## config.mk

```make
export PLATFORM = sky130hd
export DESIGN_NAME = portx_core
export DESIGN_NICKNAME = d
export VERILOG_FILES = /design/src/rtl/portx_pkg.sv /design/src/rtl/portx_ctrl.sv /design/src/rtl/portx_dpath.sv /design/src/rtl/portx_core.sv
export SDC_FILE = /design/constraint.sdc
export NUM_CORES = 1
export LEC_CHECK = 0
export BUFFER_PORTS_ARGS = -buffer_cell sky130_fd_sc_hd__clkbuf_2
export CORE_MARGIN = 5
export CORE_UTILIZATION = 55
export CTS_CLUSTER_SIZE = 40
export DETAILED_ROUTE_END_ITERATION = 10
export PLACE_DENSITY = 0.89
export SETUP_SLACK_MARGIN = 0.5
export SYNTH_ARGS = -nofsm -noshare
export SYNTH_HDL_FRONTEND = slang
export SYNTH_SLANG_ARGS = --single-unit
export TNS_END_PERCENT = 100
```

## constraint.sdc

```tcl
create_clock -name clk -period 2.4 [get_ports clk]
set_input_delay 0.12 -clock clk [delete_from_list [all_inputs] [get_ports clk]]
set_output_delay 0.12 -clock clk [all_outputs]
set_load 0.1 [all_outputs]
```

## src/rtl/portx_pkg.sv

```systemverilog
package portx_pkg;
  localparam int SEL_W = 2;

  typedef enum logic [SEL_W-1:0] {
    REG_IN  = 2'd0,
    REG_OUT = 2'd1,
    REG_POL = 2'd2,
    REG_CFG = 2'd3
  } reg_sel_e;

  typedef struct packed {
    logic     wrEn;
    logic     rdEn;
    reg_sel_e sel;
  } ctrl_t;
endpackage

```

## src/rtl/portx_ctrl.sv

```systemverilog
module portx_ctrl
  import portx_pkg::*;
(
  input  logic             clk,
  input  logic             rstN,
  input  logic             txnStart,
  input  logic             rxValid,
  input  logic [SEL_W-1:0] rxCmd,
  input  logic             txReq,
  input  logic             stopStrobe,
  output ctrl_t            ctrlS
);
  reg_sel_e ptrQ;
  logic     expectCmd;

  always_ff @(posedge clk) begin
    if (!rstN) begin
      ptrQ      <= REG_IN;
      expectCmd <= 1'b1;
    end else begin
      if (rxValid && expectCmd) ptrQ <= reg_sel_e'(rxCmd);
      if (txnStart || stopStrobe) expectCmd <= 1'b1;
      else if (rxValid)           expectCmd <= 1'b0;
    end
  end

  always_comb begin
    ctrlS.wrEn = rxValid && !expectCmd;
    ctrlS.rdEn = txReq;
    ctrlS.sel  = ptrQ;
  end
endmodule

```

## src/rtl/portx_dpath.sv

```systemverilog
module portx_dpath
  import portx_pkg::*;
#(
  parameter int WIDTH       = 8,
  parameter int SYNC_STAGES = 2
) (
  input  logic             clk,
  input  logic             rstN,
  input  ctrl_t            ctrlS,
  input  logic [WIDTH-1:0] wrData,
  input  logic [WIDTH-1:0] pinIn,
  output logic [WIDTH-1:0] txByte,
  output logic [WIDTH-1:0] pinOut,
  output logic [WIDTH-1:0] pinOe
);
  localparam logic [WIDTH-1:0] ALL_ONES = {WIDTH{1'b1}};

  logic [WIDTH-1:0] syncQ [SYNC_STAGES];
  logic [WIDTH-1:0] outReg, polReg, cfgReg;
  logic [WIDTH-1:0] inView, readMux;

  genvar s;
  generate
    for (s = 0; s < SYNC_STAGES; s++) begin : g_sync
      if (s == 0) begin : g_first
        always_ff @(posedge clk) begin
          if (!rstN) syncQ[0] <= '0;
          else       syncQ[0] <= pinIn;
        end
      end else begin : g_next
        always_ff @(posedge clk) begin
          if (!rstN) syncQ[s] <= '0;
          else       syncQ[s] <= syncQ[s-1];
        end
      end
    end
  endgenerate

  always_ff @(posedge clk) begin
    if (!rstN) begin
      outReg <= ALL_ONES;
      polReg <= '0;
      cfgReg <= ALL_ONES;
    end else if (ctrlS.wrEn) begin
      case (ctrlS.sel)
        REG_OUT: outReg <= wrData;
        REG_POL: polReg <= wrData;
        REG_CFG: cfgReg <= wrData;
        default: ;
      endcase
    end
  end

  assign inView = syncQ[SYNC_STAGES-1] ^ polReg;

  always_comb begin
    case (ctrlS.sel)
      REG_IN:  readMux = inView;
      REG_OUT: readMux = outReg;
      REG_POL: readMux = polReg;
      default: readMux = cfgReg;
    endcase
  end

  always_ff @(posedge clk) begin
    if (!rstN)           txByte <= '0;
    else if (ctrlS.rdEn) txByte <= readMux;
  end

  assign pinOut = outReg;
  assign pinOe  = ~cfgReg;
endmodule

```

## src/rtl/portx_core.sv

```systemverilog
module portx_core
  import portx_pkg::*;
#(
  parameter int WIDTH       = 8,
  parameter int SYNC_STAGES = 2
) (
  input  logic             clk,
  input  logic             rstN,
  input  logic             txnStart,
  input  logic             rxValid,
  input  logic [WIDTH-1:0] rxByte,
  input  logic             txReq,
  input  logic             stopStrobe,
  output logic [WIDTH-1:0] txByte,
  input  logic [WIDTH-1:0] pinIn,
  output logic [WIDTH-1:0] pinOut,
  output logic [WIDTH-1:0] pinOe
);
  ctrl_t ctrlS;

  portx_ctrl ctrl_i (
    .clk        (clk),
    .rstN       (rstN),
    .txnStart   (txnStart),
    .rxValid    (rxValid),
    .rxCmd      (rxByte[SEL_W-1:0]),
    .txReq      (txReq),
    .stopStrobe (stopStrobe),
    .ctrlS      (ctrlS)
  );

  portx_dpath #(.WIDTH(WIDTH), .SYNC_STAGES(SYNC_STAGES)) dpath_i (
    .clk    (clk),
    .rstN   (rstN),
    .ctrlS  (ctrlS),
    .wrData (rxByte),
    .pinIn  (pinIn),
    .txByte (txByte),
    .pinOut (pinOut),
    .pinOe  (pinOe)
  );
endmodule

```

==> results.toml <==
[run_status]
status = "finished, final reports clean"

[drt]
ant_nets = 0
wl_per_cell_um = 12.62
num_vias = 1556
viasPerCell = 5.085
drtIter0Drc = 75
firstDrtPassIters = 5
drc_errors = 0
drt_wl_total_um = 3862

[pwr]
seq_power_share = 0.552
p_leak_nw = 1.046
switching_share = 0.2346
peakVddDrop_v = 0.0004408
pwr-share-clk = 0.353
combPwrFrac = 0.095
p_int_mw = 1.222
power.density_nw_per_um2 = 674.6
switchingPower_uw = 374.7

[final_layout]
multi_input_area_um2 = 908.4
nNetsFinal = 280
drive_gt1_frac = 0.2248
seqCellArea_um2 = 1022
fillCellCount = 314
fin_cells = 306
finalInstanceArea_um2 = 2367
num_antenna_cells = 0
syn_to_final_growth_pct = 16.36

[timing]
setup_viol = 0
rsz0062_at_grt = "no"
hold_viol = 0
finalSetupTns_ps = 0
fin_skew_ps = 6.284
fmax_ghz = 0.6606
drv_slew = 0
min_period_ps = 1514
hold_slack_ps = 16.36
period_share = 0.6307
tightest_slew_ps = 715.0
slew-limit-headroom = 0.5213

[worst_setup_path]
critical_path_class = "register to register"
cp-end-kind = "register"
worstPathCellList = "inv_2 -> nor4b_4 -> mux2i_1 -> nor2b_1"
cpPeakStageDelay_ps = 670
cp.required_ps = 2600
cp.arrival_ps = 1710
critPathSlowestCell = "nor4b_4"
worstReg2RegEnd = "dpath_i.polReg[6]$_SDFFE_PN0P_"
r2r-start = "ctrl_i.ptrQ[1]$_SDFFE_PN0P_"
path_max_fanout = 8
start_kind = "register"
reg2regPathDepth = 4
r2r_slack_ps = 890

[job]
maxCapViolations = 0

[floorplan]
dieWidth_um = 70.82
ioPinCount = 46
die_area_um2 = 5015
start_util = 0.5599
core_um2 = 3633
rows = 22
die_y_um = 70.82

[global_route]
antenna_found_initial = 0
grt_max_degree = 30
grt_overflow_total = 0
grt_pass1_wl_um = 6513
track_usage = 0.1645
grt_pass1_vias = 1487

[clocking]
clockRootBuffer = "clkbuf_8"
htreeDepth = 2
cts_num_sinks = 51
cts_tree = "done"
insertion_delay_ps = 300
cts_hold_buf = 0
cts_buffers = 5
path_clk_slew_ps = 90
cts_resized = 0
cts_buffer_depth = 2
cts_post_setup_buffers_inserted = 0

[yosys]
ys_ff_latch = 51
ys.flop_type = "dfxtp_1"
seq_area_frac_synth = 0.5018
synth_nets = 239
synth_top_area_frac = 0.5018
synth_edf_count = 0
ys_types = 22
async_flop_share = 0
netlist.top_cell.by_area = "dfxtp_1"
synthCells = 217
netlist_top_cells_area = "dfxtp_1, nand2_1, mux2i_1"
synthesis.area_um2 = 2034
yosysWarnings = 0
synth.avg_cell_area_um2 = 9.375

[place]
hpwl_um = 2883
placed_cell_area_um2 = 2263
gp_congestion = 0.8219
io_buffers = 45
placed_cells = 299

[min_path]
holdPathStages = 3
holdCritPathClass = "input port to register"
holdPathEnd = "ctrl_i.expectCmd$_SDFFE_PP1P_"
hp-start = "txnStart"
## per-layer routing
metal	vias up	GRT usage	wire length, um
li1	789	-	-
met1	713	0.1905	1662
met2	46	0.2822	1867
met3	8	0.05540	259
met4	0	0.05846	73
met5	-	0	0
## cell type report
type | count | share of cell area
multi-input combinational | 144 | 0.3837
inverter | 9 | 0.01427
tap | 48 | 0.02537
clock inverter | 1 | 0.01268
sequential | 51 | 0.4318
clock buffer | 6 | 0.03066
timing repair buffer | 47 | 0.1015
## cells by family (layout without fill, tap and decap cells)
family                 Yosys count  count (layout)  share of synthesized area
XOR/XNOR                         8               8                    0.03444
buffers and inverters           22              63                    0.05166
flip-flops                      51              51                     0.5018
AND/OR/NAND/NOR                102             102                     0.2669
multiplexers                    16              16                    0.07872
AO/OA/AOI/OAI                   18              18                    0.06642
## placed cells by master, fill, tap and decap left out, drive strengths merged
master  Yosys  routed
dfxtp      51      51
and2       17      17
nand2      43      43
o211ai     16      16
nor2b       8       8
nor2        3       3
buf         7       2
a21boi      2       2
nor4b       1       1
xnor2       8       8
clkbuf      6      51
inv         9       9
nand2b     10      10
nand3      11      11
mux2i      16      16
nand3b      9       9
bufinv      0       1
## critical path, delay by kind of cell (launching register included)
kind	cells	cell delay [ps]
buf+inv	1	60
flops	1	350
mux	1	260
simple gates	2	740
## flip-flops by register name (all words and copies together) (netlist names)
register / count
ctrl_i.ptrQ: 2
dpath_i.polReg: 8
dpath_i.syncQ: 16
dpath_i.pinOut: 8
ctrl_i.expectCmd: 1
dpath_i.cfgReg: 8
dpath_i.txByte: 8
## synth_stat cells, types with 2 or more instances
library cell	count
nand2b_1	10
nand2_1	43
nand3b_1	9
nor2b_1	8
clkbuf_1	5
a21boi_0	2
and2_1	17
buf_2	2
buf_4	3
nor2_2	2
dfxtp_1	51
xnor2_1	8
o211ai_1	16
mux2i_1	16
inv_1	8
nand3_1	11
## power by group through the flow
| stage | clock network, mW | registers (mW) | logic, mW |
|---|---|---|---|
| 2_1_floorplan | 0 | 0.950 | 0.0637 |
| 3_3_place_gp | 0 | 0.901 | 0.151 |
| 3_5_place_dp | 0 | 0.902 | 0.153 |
| 4_1_cts | 0.579 | 0.882 | 0.153 |
| 5_1_grt | 0.614 | 0.886 | 0.163 |
| 6_report | 0.563 | 0.882 | 0.152 |
## worst max path at each step
stage	cells past startpoint	startpoint	endpoint	slack, ps
2_1_floorplan	4	dpath_i.pinOut[0]$_SDFFE_PN1P_	dpath_i.txByte[0]$_SDFFE_PN0P_	1010
3_3_place_gp	4	ctrl_i.ptrQ[0]$_SDFFE_PN0P_	dpath_i.cfgReg[1]$_SDFFE_PN1P_	800
3_5_place_dp	4	ctrl_i.ptrQ[0]$_SDFFE_PN0P_	dpath_i.cfgReg[6]$_SDFFE_PN1P_	690
4_1_cts	4	ctrl_i.ptrQ[0]$_SDFFE_PN0P_	dpath_i.cfgReg[6]$_SDFFE_PN1P_	670
5_1_grt	4	ctrl_i.ptrQ[0]$_SDFFE_PN0P_	dpath_i.cfgReg[3]$_SDFFE_PN1P_	750
6_report	4	ctrl_i.ptrQ[1]$_SDFFE_PN0P_	dpath_i.polReg[6]$_SDFFE_PN0P_	890
## through the flow
step | util | worst slack, ps | total power [mW]
finish | 0.6515 | 886.3 | 1.597
global route | 0.6515 | 752.8 | 1.663
CTS | 0.6512 | 666.6 | 1.614
detailed placement | 0.6229 | 690.8 | 1.055
global placement | 0.6229 | 797.1 | 1.052
floorplan | - | 1012 | 1.014
Note: power is estimated with default switching activity, not from simulation.
